**config.mk**
```make
export PLATFORM = sky130hd
export DESIGN_NAME = ts_sync_locker
export DESIGN_NICKNAME = d
export VERILOG_FILES = /design/src/rtl/tsl_pkg.sv /design/src/rtl/tsl_edge_sampler.sv /design/src/rtl/tsl_byte_assembler.sv /design/src/rtl/tsl_lock_tracker.sv /design/src/rtl/ts_sync_locker.sv
export SDC_FILE = /design/constraint.sdc
export NUM_CORES = 1
export LEC_CHECK = 0
export BUFFER_PORTS_ARGS = -buffer_cell sky130_fd_sc_hd__buf_2
export CORE_ASPECT_RATIO = 0.6
export CORE_MARGIN = 2
export CORE_UTILIZATION = 35
export DETAILED_ROUTE_END_ITERATION = 8
export GPL_ROUTABILITY_DRIVEN = 0
export GPL_TIMING_DRIVEN = 0
export PLACE_DENSITY = 0.48
export SLEW_MARGIN = 30
export SYNTH_ARGS = -nofsm -noshare
export SYNTH_HDL_FRONTEND = slang
export SYNTH_SLANG_ARGS = --single-unit
```
**constraint.sdc**
```tcl
create_clock -name clk -period 6.5 [get_ports clk]
set_input_delay 0.325 -clock clk [delete_from_list [all_inputs] [get_ports clk]]
set_output_delay 0.325 -clock clk [all_outputs]
set_load 0.01 [all_outputs]
```
**src/rtl/tsl_pkg.sv**
```systemverilog
`timescale 1ns/1ps
package tsl_pkg;
  localparam logic [7:0] SYNC_TOKEN = 8'h47;

  typedef enum logic [1:0] {
    ST_HUNT   = 2'd0,
    ST_VERIFY = 2'd1,
    ST_LOCKED = 2'd2
  } lock_state_e;

  typedef struct packed {
    logic       lvl;
    logic       vld;
    logic       sop;
    logic [7:0] data;
  } ts_sample_t;
endpackage

```
**src/rtl/tsl_edge_sampler.sv**
```systemverilog
`timescale 1ns/1ps
module tsl_edge_sampler
  import tsl_pkg::*;
#(
  parameter int SYNC_STAGES = 2
) (
  input  logic       clk,
  input  logic       rst_n,
  input  logic       cfg_clk_inv,
  input  logic       ts_clk,
  input  logic       ts_valid,
  input  logic       ts_sop,
  input  logic [7:0] ts_data,
  output logic       smp_stb,
  output logic       smp_sop,
  output logic [7:0] smp_data
);
  localparam int SW = $bits(ts_sample_t);
  localparam int CW = SYNC_STAGES * SW;

  ts_sample_t       cur_sample;
  ts_sample_t       tail;
  logic [CW-1:0]    chain_q, chain_d;
  logic             prev_lvl_q;
  logic             edge_hit;
  logic             stb_d, sop_d;
  logic [7:0]       data_d;

  assign cur_sample = '{lvl: ts_clk, vld: ts_valid, sop: ts_sop, data: ts_data};

  // Synchroniser depth picks the shift structure.
  generate
    if (SYNC_STAGES == 1) begin : g_one_stage
      assign chain_d = cur_sample;
    end else begin : g_multi_stage
      assign chain_d = {chain_q[CW-SW-1:0], cur_sample};
    end
  endgenerate

  assign tail = ts_sample_t'(chain_q[CW-1 -: SW]);

  always_comb begin
    edge_hit = cfg_clk_inv ? (prev_lvl_q & ~tail.lvl) : (~prev_lvl_q & tail.lvl);
    stb_d    = edge_hit & tail.vld;
    sop_d    = edge_hit & tail.vld & tail.sop;
    data_d   = stb_d ? tail.data : smp_data;
  end

  always_ff @(posedge clk or negedge rst_n) begin
    if (!rst_n) begin
      chain_q    <= '0;
      prev_lvl_q <= 1'b0;
      smp_stb    <= 1'b0;
      smp_sop    <= 1'b0;
      smp_data   <= '0;
    end else begin
      chain_q    <= chain_d;
      prev_lvl_q <= tail.lvl;
      smp_stb    <= stb_d;
      smp_sop    <= sop_d;
      smp_data   <= data_d;
    end
  end
endmodule

```
**src/rtl/tsl_byte_assembler.sv**
```systemverilog
`timescale 1ns/1ps
module tsl_byte_assembler
  import tsl_pkg::*;
(
  input  logic       clk,
  input  logic       rst_n,
  input  logic       cfg_serial,
  input  logic       hunting,
  input  logic       smp_stb,
  input  logic       smp_sop,
  input  logic [7:0] smp_data,
  output logic       byte_stb,
  output logic [7:0] byte_data
);
  logic [7:0] shreg_q, shreg_d;
  logic [2:0] cnt_q, cnt_d;
  logic [7:0] window;
  logic [2:0] have;
  logic       full, token_hit, ser_emit;
  logic       ser_en;
  logic       stb_d;
  logic [7:0] byte_d;

  always_comb begin
    window    = {shreg_q[6:0], smp_data[0]};
    have      = smp_sop ? 3'd0 : cnt_q;
    full      = (have == 3'd7);
    token_hit = hunting & ~smp_sop & (window == SYNC_TOKEN);
    ser_emit  = full | token_hit;
    ser_en    = cfg_serial & smp_stb;
    shreg_d   = window;
    cnt_d     = ser_emit ? 3'd0 : have + 3'd1;
    if (cfg_serial) begin
      stb_d  = smp_stb & ser_emit;
      byte_d = (smp_stb & ser_emit) ? window : byte_data;
    end else begin
      stb_d  = smp_stb;
      byte_d = smp_stb ? smp_data : byte_data;
    end
  end

  always_ff @(posedge clk or negedge rst_n) begin
    if (!rst_n) begin
      shreg_q <= '0;
      cnt_q   <= '0;
    end else if (ser_en) begin
      shreg_q <= shreg_d;
      cnt_q   <= cnt_d;
    end
  end

  always_ff @(posedge clk or negedge rst_n) begin
    if (!rst_n) begin
      byte_stb  <= 1'b0;
      byte_data <= '0;
    end else begin
      byte_stb  <= stb_d;
      byte_data <= byte_d;
    end
  end
endmodule

```
**src/rtl/tsl_lock_tracker.sv**
```systemverilog
`timescale 1ns/1ps
module tsl_lock_tracker
  import tsl_pkg::*;
#(
  parameter int LEN_W = 8,
  parameter int CNT_W = 4
) (
  input  logic             clk,
  input  logic             rst_n,
  input  logic [LEN_W-1:0] cfg_pkt_len,
  input  logic [CNT_W-1:0] cfg_acq_cnt,
  input  logic [CNT_W-1:0] cfg_drop_cnt,
  input  logic             byte_stb,
  input  logic [7:0]       byte_data,
  output logic             hunting,
  output logic             locked,
  output logic             out_valid,
  output logic [7:0]       out_data,
  output logic             out_sop,
  output logic             out_eop
);
  localparam int CW1 = CNT_W + 1;

  lock_state_e      st_q, st_d;
  logic [LEN_W-1:0] pos_q, pos_d, pos_last, pos_adv;
  logic [CNT_W-1:0] good_q, good_d, miss_q, miss_d;
  logic [CW1-1:0]   good_inc, miss_inc;
  logic             is_sync, at_head, at_tail;
  logic             acquire, lose, fwd;
  logic             vld_d, sop_d, eop_d;
  logic [7:0]       data_d;

  always_comb begin
    pos_last = cfg_pkt_len - LEN_W'(1);
    is_sync  = (byte_data == SYNC_TOKEN);
    at_head  = (pos_q == '0);
    at_tail  = (pos_q == pos_last);
    pos_adv  = at_tail ? '0 : pos_q + LEN_W'(1);
    good_inc = CW1'(good_q) + CW1'(1);
    miss_inc = CW1'(miss_q) + CW1'(1);
    st_d     = st_q;
    pos_d    = pos_q;
    good_d   = good_q;
    miss_d   = miss_q;
    acquire  = 1'b0;
    lose     = 1'b0;
    unique case (st_q)
      ST_HUNT: begin
        if (is_sync) begin
          pos_d = pos_adv;
          if (cfg_acq_cnt <= CNT_W'(1)) begin
            st_d    = ST_LOCKED;
            acquire = 1'b1;
            miss_d  = '0;
          end else begin
            st_d   = ST_VERIFY;
            good_d = CNT_W'(1);
          end
        end
      end
      ST_VERIFY: begin
        pos_d = pos_adv;
        if (at_head) begin
          if (!is_sync) begin
            st_d  = ST_HUNT;
            pos_d = '0;
          end else if (good_inc >= CW1'(cfg_acq_cnt)) begin
            st_d    = ST_LOCKED;
            acquire = 1'b1;
            miss_d  = '0;
          end else begin
            good_d = good_inc[CNT_W-1:0];
          end
        end
      end
      ST_LOCKED: begin
        pos_d = pos_adv;
        if (at_head) begin
          if (is_sync) begin
            miss_d = '0;
          end else if (miss_inc >= CW1'(cfg_drop_cnt)) begin
            st_d  = ST_HUNT;
            lose  = 1'b1;
            pos_d = '0;
          end else begin
            miss_d = miss_inc[CNT_W-1:0];
          end
        end
      end
      default: begin
        st_d  = ST_HUNT;
        pos_d = '0;
      end
    endcase
    fwd    = acquire | ((st_q == ST_LOCKED) & ~lose);
    vld_d  = byte_stb & fwd;
    sop_d  = byte_stb & fwd & at_head;
    eop_d  = byte_stb & fwd & at_tail;
    data_d = byte_stb ? byte_data : out_data;
  end

  always_ff @(posedge clk or negedge rst_n) begin
    if (!rst_n) begin
      st_q   <= ST_HUNT;
      pos_q  <= '0;
      good_q <= '0;
      miss_q <= '0;
    end else if (byte_stb) begin
      st_q   <= st_d;
      pos_q  <= pos_d;
      good_q <= good_d;
      miss_q <= miss_d;
    end
  end

  always_ff @(posedge clk or negedge rst_n) begin
    if (!rst_n) begin
      out_valid <= 1'b0;
      out_sop   <= 1'b0;
      out_eop   <= 1'b0;
      out_data  <= '0;
    end else begin
      out_valid <= vld_d;
      out_sop   <= sop_d;
      out_eop   <= eop_d;
      out_data  <= data_d;
    end
  end

  assign hunting = (st_q == ST_HUNT);
  assign locked  = (st_q == ST_LOCKED);
endmodule

```
**src/rtl/ts_sync_locker.sv**
```systemverilog
`timescale 1ns/1ps
module ts_sync_locker #(
  parameter int LEN_W       = 8,
  parameter int CNT_W       = 4,
  parameter int SYNC_STAGES = 2
) (
  input  logic             clk,
  input  logic             rst_n,
  input  logic             cfg_serial,
  input  logic             cfg_clk_inv,
  input  logic [LEN_W-1:0] cfg_pkt_len,
  input  logic [CNT_W-1:0] cfg_acq_cnt,
  input  logic [CNT_W-1:0] cfg_drop_cnt,
  input  logic             ts_clk,
  input  logic             ts_valid,
  input  logic             ts_sop,
  input  logic [7:0]       ts_data,
  output logic             out_valid,
  output logic [7:0]       out_data,
  output logic             out_sop,
  output logic             out_eop,
  output logic             locked
);
  logic       smp_stb, smp_sop;
  logic [7:0] smp_data;
  logic       byte_stb;
  logic [7:0] byte_data;
  logic       hunting;

  tsl_edge_sampler #(.SYNC_STAGES(SYNC_STAGES)) u_sampler (
    .clk(clk), .rst_n(rst_n), .cfg_clk_inv(cfg_clk_inv),
    .ts_clk(ts_clk), .ts_valid(ts_valid), .ts_sop(ts_sop), .ts_data(ts_data),
    .smp_stb(smp_stb), .smp_sop(smp_sop), .smp_data(smp_data)
  );

  tsl_byte_assembler u_assembler (
    .clk(clk), .rst_n(rst_n), .cfg_serial(cfg_serial), .hunting(hunting),
    .smp_stb(smp_stb), .smp_sop(smp_sop), .smp_data(smp_data),
    .byte_stb(byte_stb), .byte_data(byte_data)
  );

  tsl_lock_tracker #(.LEN_W(LEN_W), .CNT_W(CNT_W)) u_tracker (
    .clk(clk), .rst_n(rst_n),
    .cfg_pkt_len(cfg_pkt_len), .cfg_acq_cnt(cfg_acq_cnt), .cfg_drop_cnt(cfg_drop_cnt),
    .byte_stb(byte_stb), .byte_data(byte_data),
    .hunting(hunting), .locked(locked),
    .out_valid(out_valid), .out_data(out_data), .out_sop(out_sop), .out_eop(out_eop)
  );
endmodule

```
# Word level (Yosys, flattened, before mapping)
# Cells that the tools add are included.
[totals] output_inout_bits=12 elab_cells=121 register_bits=81
[op_classes] n_eq_ne=19 bitwise=18 n_reduce_logical=10 muxes=49 n_lt_le_gt_ge=3 add_sub_neg=5
[ops] operator="$mux W8" count=10
[ops] operator="$mux W4" count=13
[ops] operator="$pmux W8 S3" count=1
[ops] operator="$eq A8 B7 Y1 const B" count=2
[ops] operator="$mux W2" count=8
[ops] operator="$ne A2 B1 Y1 const B" count=8
[ops] operator="$reduce_and A7 Y1" count=2
[ops] operator="$and A1 B1 Y1" count=12
[ops] operator="$pmux W4 S3" count=1
[ops] operator="$mux W1" count=11
[ops] operator="$add A4 B1 Y5 const B" count=2
[ops] operator="$ge A5 B4 Y1" count=2
[ops] operator="$reduce_and A9 Y1" count=1
[ops] operator="$add A8 B1 Y8 const B" count=1
[ops] operator="$eq A8 B8 Y1" count=1
[ops] operator="$logic_not A8 Y1" count=1
[ops] operator="$pmux W4 S2" count=1
[ops] operator="$sub A8 B1 Y8 const B" count=1
[ops] operator="$mux W3" count=2
[ops] operator="$ne A2 B2 Y1 const B" count=3
[ops] operator="$pmux W2 S3" count=1
[ops] operator="$le A4 B1 Y1 const B" count=1
[ops] operator="$not A1 Y1" count=4
[ops] operator="$reduce_and A2 Y1" count=2
[ops] operator="11 further kinds" count=13

# Depth between registers and ports, before layout
# Gate-level depths: netlist (run 1).
[depth] ltp_word=11 mapped_depth=9

# Cells and area by module
# A second synthesis (run 1) with hierarchy kept.
[hier_totals] hier_cells=317 area_unflattened_um2=3900.0
[modules_own_cells] module="tsl_lock_tracker" area_per_inst_um2=2037.0 n_inst=1 cells_each=208
[modules_own_cells] module="tsl_edge_sampler" area_per_inst_um2=954.7 n_inst=1 cells_each=45
[modules_own_cells] module="tsl_byte_assembler" area_per_inst_um2=908.4 n_inst=1 cells_each=64

# Worst setup path before layout (run 1)
# No wires, ideal clock.
[synth_timing] path_type="input port to flip-flop" start="input port cfg_pkt_len[0]" end="register u_tracker.pos_q[1]" path_buffers=1 t_arrival_ps=2331 setup_time_ps=122 setup_slack_ps=4048 cell_stages=8 path_cell_list="inv_1 -> ha_1 -> or3b_4 -> or4_1 -> a211o_1 -> a211o_1 -> buf_6 -> a32o_1"
[synth_via] elab_chain_len=7 elab_cells_between_ends=10 cone_classes="add/sub: 1; eq/ne: 1; mux: 8"
[synth_rtl] element="start: declaration" line_no="ts_sync_locker.sv:11" source="input logic [LEN_W-1:0] cfg_pkt_len,"
[synth_rtl] element="$sub A8 B1 Y8 *" line_no="tsl_lock_tracker.sv:34" source="pos_last = cfg_pkt_len - LEN_W'(1);"
[synth_rtl] element="$eq A8 B8 Y1 *" line_no="tsl_lock_tracker.sv:37" source="at_tail = (pos_q == pos_last);"
[synth_rtl] element="$mux W8 *" line_no="tsl_lock_tracker.sv:38" source="pos_adv = at_tail ? '0 : pos_q + LEN_W'(1);"
[synth_rtl] element="$mux W8" line_no="tsl_lock_tracker.sv:81" source="end else if (miss_inc >= CW1'(cfg_drop_cnt)) begin"
[synth_rtl] element="$mux W8" line_no="tsl_lock_tracker.sv:79" source="if (is_sync) begin"
[synth_rtl] element="$mux W8" line_no="tsl_lock_tracker.sv:78" source="if (at_head) begin"
[synth_rtl] element="$pmux W8 S3 *" line_no="tsl_lock_tracker.sv:47" source="unique case (st_q)"
[synth_rtl] element="end signal: assignment" line_no="tsl_lock_tracker.sv:110" source="pos_q <= pos_d;"
[synth_rtl] element="end: declaration" line_no="tsl_lock_tracker.sv:25" source="logic [LEN_W-1:0] pos_q, pos_d, pos_last, pos_adv;"
# Mark *: on every way between the ends. The rest lies on a longest branch, timed or not. The select of a mux whose other input is x is not followed.
# A chain may end at the register's enable or synchronous reset.

# Final worst setup path (run 1)
[layout_timing] start="register u_tracker.miss_q[0]" end="register u_tracker.pos_q[6]"
[layout_via] elab_chain_len=6
[layout_rtl] element="start: declaration" line_no="tsl_lock_tracker.sv:26" source="logic [CNT_W-1:0] good_q, good_d, miss_q, miss_d;"
[layout_rtl] element="start signal: assignment" line_no="tsl_lock_tracker.sv:112" source="miss_q <= miss_d;"
[layout_rtl] element="$add A4 B1 Y5" line_no="tsl_lock_tracker.sv:40" source="miss_inc = CW1'(miss_q) + CW1'(1);"
[layout_rtl] element="$ge A5 B4 Y1" line_no="tsl_lock_tracker.sv:81"
[layout_rtl] element="$mux W8" line_no="tsl_lock_tracker.sv:81"
[layout_rtl] element="$mux W8" line_no="tsl_lock_tracker.sv:79"
[layout_rtl] element="$mux W8" line_no="tsl_lock_tracker.sv:78"
[layout_rtl] element="$pmux W8 S3" line_no="tsl_lock_tracker.sv:47"
# Every way passes these cells.

==> results_dict.tcl, run 1 <==
set metrics [dict create \
    clk_latency_ns 0.34 \
    powerDensity_nw_per_um2 313.4 \
    crit_top_cell "ha_1" \
    clock-sinks 81 \
    htree_levels 3 \
    cp_max_fo 10 \
    globalRouteOverflowTotal 0 \
    grt_pass1_vias 2531 \
    leakage_nw 2.124 \
    placeableCoreArea_um2 10520 \
    vias 2757 \
    vias_per_cell 5.022 \
    synth_edf_count 0 \
    clockBufferDepth 2 \
    fin_nets 451 \
    yosysUniqueCellTypes 54 \
    grt_pass1_wl_mm 13.75 \
    hold_path_class "in -> reg" \
    finalCriticalPeriod_ns 3.159 \
    fin_setup_tns_ns 0 \
    final_area_um2 4488 \
    grt_start_max_net_pins 59 \
    clk_pin_slew_worst_paths_ns 0.06 \
    die-area_um2 11650 \
    grt_use_total_pct 15.16 \
    rsz0062_at_grt "no" \
    dp.cells 532 \
    cts_made_buffers 9 \
    status "finished, final reports clean" \
    maxSlewViolCount 0 \
    clock_skew_ns 0.006705 \
    start_util_pct 35.84 \
    ant_nets 0 \
    relSlewSlack_pct 51.47 \
    ios 43 \
    drive_above_1_share_pct 20.49 \
    drt_first_pass_iters 5 \
    drc 0 \
    port_buffers 41 \
    end_kind "register" \
    placedInstanceArea_um2 4189 \
    cts_root_buf "clkbuf_16" \
    cpPeakStageDelay_ns 0.74 \
    syn_to_final_growth_pct 19.01 \
    synth_seq_cells 81 \
    worstMarginPinSlew_ns 0.7280 \
    period_share_pct 48.60 \
    crit_arrival_ns 3.41 \
    antenna_found_initial 0 \
    rows 29 \
    drt-total-wl_mm 8.335 \
    synth_area_um2 3771 \
    ys_warn_count 0 \
    vdd_ir_drop_max_v 0.0001393 \
    slowest_stage "a221oi_1" \
    startpoint_type "register" \
    ys_seq_area_share_pct 53.75 \
    syn_area_per_cell_um2 10.74 \
    drtIter0Drc 196 \
    fin_cells 549 \
    syn_nets 397 \
    setup_viol 0 \
    die_y_um 84.41 \
    r2r_slack_ns 3.34 \
    fmax_mhz 316.5 \
    place_hpwl_mm 6.136 \
    ys_async_sr_fraction_pct 100.0 \
    drv_cap 0 \
    syn_inst 351 \
    synth-main-ff-cell "dfrtp_1" \
    n_antenna_cell 0 \
    cts_tree "done" \
    critPathRequiredTime_ns 6.75 \
    avgRoutedWirePerCell_um 15.18 \
    hold_viol_final 0 \
    die_w_um 138.0 \
    critPathKind "reg -> reg" \
    path_cells "ha_1 > xor2_1 > ha_1 > a211oi_1 > o21ai_0 > a221oi_1 > buf_2 > nand2_1 > o22ai_1" \
]
[path summary, 6_finish.rpt]
path	from	end	depth (start not counted)
max	u_tracker.miss_q[0]$_DFFE_PN0P_	u_tracker.pos_q[6]$_DFFE_PN0P_	9
min reg2reg	u_sampler.chain_q[10]$_DFF_PN0_	u_sampler.chain_q[21]$_DFF_PN0_	0
max in group asynchronous	rst_n	u_tracker.miss_q[2]$_DFFE_PN0P_	3
max reg2reg	u_tracker.miss_q[0]$_DFFE_PN0P_	u_tracker.pos_q[6]$_DFFE_PN0P_	9
min in group asynchronous	rst_n	u_sampler.chain_q[10]$_DFF_PN0_	2
min	ts_clk	u_sampler.chain_q[10]$_DFF_PN0_	1
[power breakdown]
part | switching [mW] | internal [mW] | leakage (nW)
clock network | 0.216 | 0.275 | 0.141
registers | 0.0561 | 0.585 | 1.01
logic | 0.149 | 0.126 | 0.975
total | 0.421 | 0.985 | 2.12
[timing repair]
action / CTS / global route
setup buffers: 0 / 0
gates resized for setup: 0 / 0
hold endpoints to repair: 23 / 0
hold buffers: 1 / 0
[cells by family after synthesis]
kind of cell,count (synthesis),share of synthesized area (%)
mux,25,7.167
flops,81,53.75
simple gates,111,14.76
fa+ha+maj,15,4.977
buf+inv,34,3.616
compound gates,72,12.71
xor+xnor,13,3.019
[layer usage]
| layer | wire, um | share of wire (%) | vias to the layer above | global-route usage, % |
|---|---|---|---|---|
| met1 | 4749 | 57 | 1298 | 25.08 |
| li1 | - | - | 1370 | - |
| met3 | 554 | 6.6 | 8 | 4.507 |
| met5 | 0 | 0 | - | 0 |
| met4 | 87 | 1.0 | 0 | 5.009 |
| met2 | 2943 | 35 | 81 | 17.82 |
[stage by stage]
step	power, mW	setup slack, ns	util (%)	hold slack [ns]
finish	1.407	3.341	42.65	0.08725
detailed placement	0.9260	3.466	39.81	0.2040
global placement	0.9144	3.482	39.44	0.3337
CTS	1.426	3.438	42.65	0.07285
global route	1.495	3.276	42.65	0.07155
floorplan	0.8170	4.048	-	0.02941
[final cells by class]
| cell class | instances | area [um2] |
|---|---|---|
| clock buffers | 10 | 239.0 |
| inverters | 23 | 86.33 |
| fillers | 1039 | 6035 |
| repair buffers | 43 | 249.0 |
| well taps | 139 | 173.9 |
| clock inverters | 6 | 50.05 |
| flip-flops and latches | 81 | 2027 |
| plain buffers | 11 | 50.05 |
| multi-input cells | 236 | 1613 |
[worst max-delay path, delay by kind of cell (launching register included)]
kind / cells / cell delay [ns]
XOR/XNOR: 1 / 0.18
buffers and inverters: 1 / 0.35
AO/OA/AOI/OAI: 4 / 1.50
AND/OR/NAND/NOR: 1 / 0.14
flip-flops: 1 / 0.42
adder cells (fa/ha/maj): 2 / 0.47
[placed cells by master (no fill, tap or decap), types with 8 or more instances in the layout]
master / instances
xnor2_1: 8
nor2_1: 19
clkbuf_16: 9
nand3_1: 15
nand2_1: 39
a31oi_1: 10
ha_1: 15
a21oi_1: 10
clkbuf_1: 8
mux2i_1: 9
buf_2: 41
inv_1: 22
dfrtp_1: 81
o21ai_0: 19
mux2_2: 16
[synth_stat cells, types with 6 or more instances]
cell type / n / share of area [%]
dfrtp_1: 81 / 54
nand2_1: 39 / 3.9
inv_1: 22 / 2.2
nor2_1: 19 / 1.9
o21ai_0: 19 / 2.5
mux2_2: 16 / 4.8
ha_1: 15 / 5.0
nand3_1: 15 / 2.0
a21oi_1: 10 / 1.3
a31oi_1: 10 / 1.7
mux2i_1: 9 / 2.4
clkbuf_1: 8 / 0.80
xnor2_1: 8 / 1.9
o31ai_1: 6 / 1.2
[state kept, by name (all words and copies together), names as in the netlist, 4 cells and up]
register,cells
u_assembler.byte_data,8
u_tracker.out_data,8
u_tracker.pos_q,8
u_sampler.chain_q,22
u_assembler.shreg_q,7
u_sampler.smp_data,8
u_tracker.miss_q,4
u_tracker.good_q,4
(Power assumes the default switching activity.)
==> run 2, diff against run 1 <==
ABC_AREA = 1   (was not set)
PLACE_DENSITY = 0.5   (was 0.48)
clock period = 2.7 ns   (was 6.5 ns; I/O delays follow)
==> run 2 against run 1 <==
  * Design area up 7.7%
  * Clock skew down 0.00096 ns
  * Global-route usage up 0.17 points
  * Register-to-register slack worse by 2.9 ns
  * Hold slack better by 0.021 ns
  * Sequential share of layout area down 3.2 points
  * Synthesized cell count up 46%
  * Cell count up 32%
  * Total power rose to 2.8 times the previous value
  * Critical path type unchanged
==> results_dict.tcl, run 2 <==
set metrics [dict create \
    status "finished, final reports clean" \
    hold_ws_ns 0.1078 \
    vias 3226 \
    drtIter0Drc 187 \
    fin_setup_tns_ns 0 \
    synth_commonest_cells "nand2_1 (182), dfrtp_1 (81), inv_1 (70), nor2_1 (50), o21ai_0 (30)" \
    rsz0062_at_grt "no" \
    synth_edf_count 0 \
    avgRoutedWirePerCell_um 11.47 \
    drc 0 \
    syn_area_per_cell_um2 7.835 \
    register_area_um2 2027 \
    largest_register_ffs 22 \
    clk_latency_ns 0.34 \
    vdd_ir_drop_max_v 0.0003823 \
    synth-main-ff-cell "dfrtp_1" \
    grt_use_total_pct 15.33 \
    yosysUniqueCellTypes 25 \
    critPathKind "reg -> reg" \
    clk_pin_slew_worst_paths_ns 0.06 \
    placedInstanceArea_um2 4436 \
    final_common_cell "nand2_1" \
    critPathRequiredTime_ns 2.92 \
    crit_arrival_ns 2.53 \
    cts_root_buf "clkbuf_16" \
    die_w_um 142.2 \
    clock-sinks 81 \
    leakage_nw 2.549 \
    startpoint_type "register" \
    worstMarginPinSlew_ns 0.5438 \
    clockBufferDepth 2 \
    yosys.area.top_type "dfrtp_1" \
    grt_start_max_net_pins 62 \
    drive_above_1_share_pct 11.66 \
    ys_seq_area_share_pct 50.53 \
    grt_pass1_wl_mm 14.72 \
    n_antenna_cell 0 \
    fillers 1130 \
    synth_top_area_share_pct 50.53 \
    relSlewSlack_pct 63.61 \
    antenna_found_initial 0 \
    maxSlewViolCount 0 \
    port_buffers 42 \
    drt_first_pass_iters 4 \
    cts_tree "done" \
    start_util_pct 35.74 \
    ios 43 \
    met2_length_mm 3.236 \
    syn_nets 558 \
    finalCriticalPeriod_ns 2.309 \
    period_share_pct 85.52 \
    multi_input_area_um2 1677 \
    place_hpwl_mm 6.402 \
    powerDensity_nw_per_um2 801.6 \
    setup_ws_ns 0.3909 \
    htree_levels 3 \
    die_y_um 86.93 \
    die-area_um2 12360 \
    routed.top_layer "met4" \
    syn_to_final_growth_pct 20.49 \
    globalRouteOverflowTotal 0 \
    cts_made_buffers 9 \
    fmax_mhz 433.1 \
    drt-total-wl_mm 8.339 \
    ant_nets 0 \
    top_register "u_sampler.chain_q" \
    fin_nets 624 \
    hold_path_class "in -> reg" \
    pre_cts_slack_ns 0.4060 \
    grt_pass1_vias 3074 \
    ys_async_sr_fraction_pct 100.0 \
    setup_viol 0 \
    synth_seq_cells 81 \
    synth_most_common_cell "nand2_1" \
    placeableCoreArea_um2 11220 \
    final_area_um2 4833 \
    hold_viol_final 0 \
    cp_max_fo 5 \
    wl_met3_um 322 \
    wl_met1_mm 4.742 \
    clock_skew_ns 0.005743 \
    ys_warn_count 0 \
    drv_cap 0 \
    syn_inst 512 \
    synth_area_um2 4011 \
    ys_top_cells_by_area "dfrtp_1 (51%), nand2_1 (17%), inv_1 (6.6%), ha_1 (4.7%), nor2_1 (4.7%)" \
    rows 30 \
    final_cell_mix "nand2_1 (182), dfrtp_1 (81), inv_1 (70), nor2_1 (50), buf_2 (43)" \
    end_kind "register" \
    vias_per_cell 4.437 \
]
## run 2: cell count changes after synthesis, moves of 10 or more
cell,delta
nand3_1,+13
a31oi_1,-10
inv_1,+48
o21ai_0,+11
nand2_1,+143
mux2_2,-16
nor2_1,+31
## run 2: final cells by class
cell class	count	area share (%)
plain buffers	7	0.6213
clock buffers	10	4.737
clock inverters	6	1.010
inverters	74	5.747
multi-input cells	350	34.69
flip-flops and latches	81	41.94
well taps	144	3.728
repair buffers	55	7.533
## run 2: power breakdown
group          internal [mW]  total (mW)  switching, mW
clock network          0.636        1.15          0.512
registers               1.46        1.65          0.194
logic                  0.425        1.08          0.653
total                   2.52        3.87           1.36
## run 2: final timing paths
check | slack, ns | depth (start not counted) | to | from
worst min register to register | 0.35 | 0 | u_sampler.chain_q[20]$_DFF_PN0_ | u_sampler.chain_q[9]$_DFF_PN0_
min in group asynchronous | 0.20 | 2 | u_sampler.chain_q[5]$_DFF_PN0_ | rst_n
max in group asynchronous | 1.95 | 3 | u_tracker.good_q[0]$_DFFE_PN0P_ | rst_n
worst min-delay path | 0.11 | 4 | u_sampler.smp_sop$_DFF_PN0_ | cfg_clk_inv
worst max register to register | 0.39 | 12 | u_tracker.good_q[1]$_DFFE_PN0P_ | u_tracker.good_q[0]$_DFFE_PN0P_
worst max-delay path | 0.39 | 12 | u_tracker.good_q[1]$_DFFE_PN0P_ | u_tracker.good_q[0]$_DFFE_PN0P_
## run 2: repair_timing
item / 4_1_cts / 5_1_grt
setup buffers: 0 / 0
resized for setup: 0 / 0
hold buffers: 12 / 0
endpoints found under the hold margin: 92 / 0
## run 2: cell families (layout without fill, tap and decap cells)
logic type | after synthesis | in the layout | synth area share [%]
AND/OR/NAND/NOR | 282 | 282 | 28.70
flip-flops | 81 | 81 | 50.53
buffers and inverters | 81 | 152 | 7.673
AO/OA/AOI/OAI | 36 | 36 | 4.710
XOR/XNOR | 17 | 17 | 3.712
adder cells (fa/ha/maj) | 15 | 15 | 4.679
## run 2: metal layers
layer  vias to the layer above  track usage, %
met5                         -               0
met4                         0           4.818
met3                         2           4.288
met2                        48           20.55
met1                      1462           23.56
li1                       1714               -
## run 2: through the flow
step,total power [mW],cells,utilization [%]
floorplan,2.394,512,-
global placement,2.707,698,39.22
detailed placement,2.740,699,39.52
CTS,3.920,727,43.07
global route,4.204,727,43.07
finish,3.875,727,43.07
## run 2: critical path, stage by stage (launching register included)
cell     delay, ns
dfrtp_1       0.44
ha_1          0.25
nor2_1        0.15
nor2_1        0.09
ha_1          0.31
nand2_1       0.09
inv_1         0.04
nand4_1       0.07
nand4_1       0.16
nand2_1       0.21
nand4_1       0.23
nand2_1       0.11
nand2_1       0.05
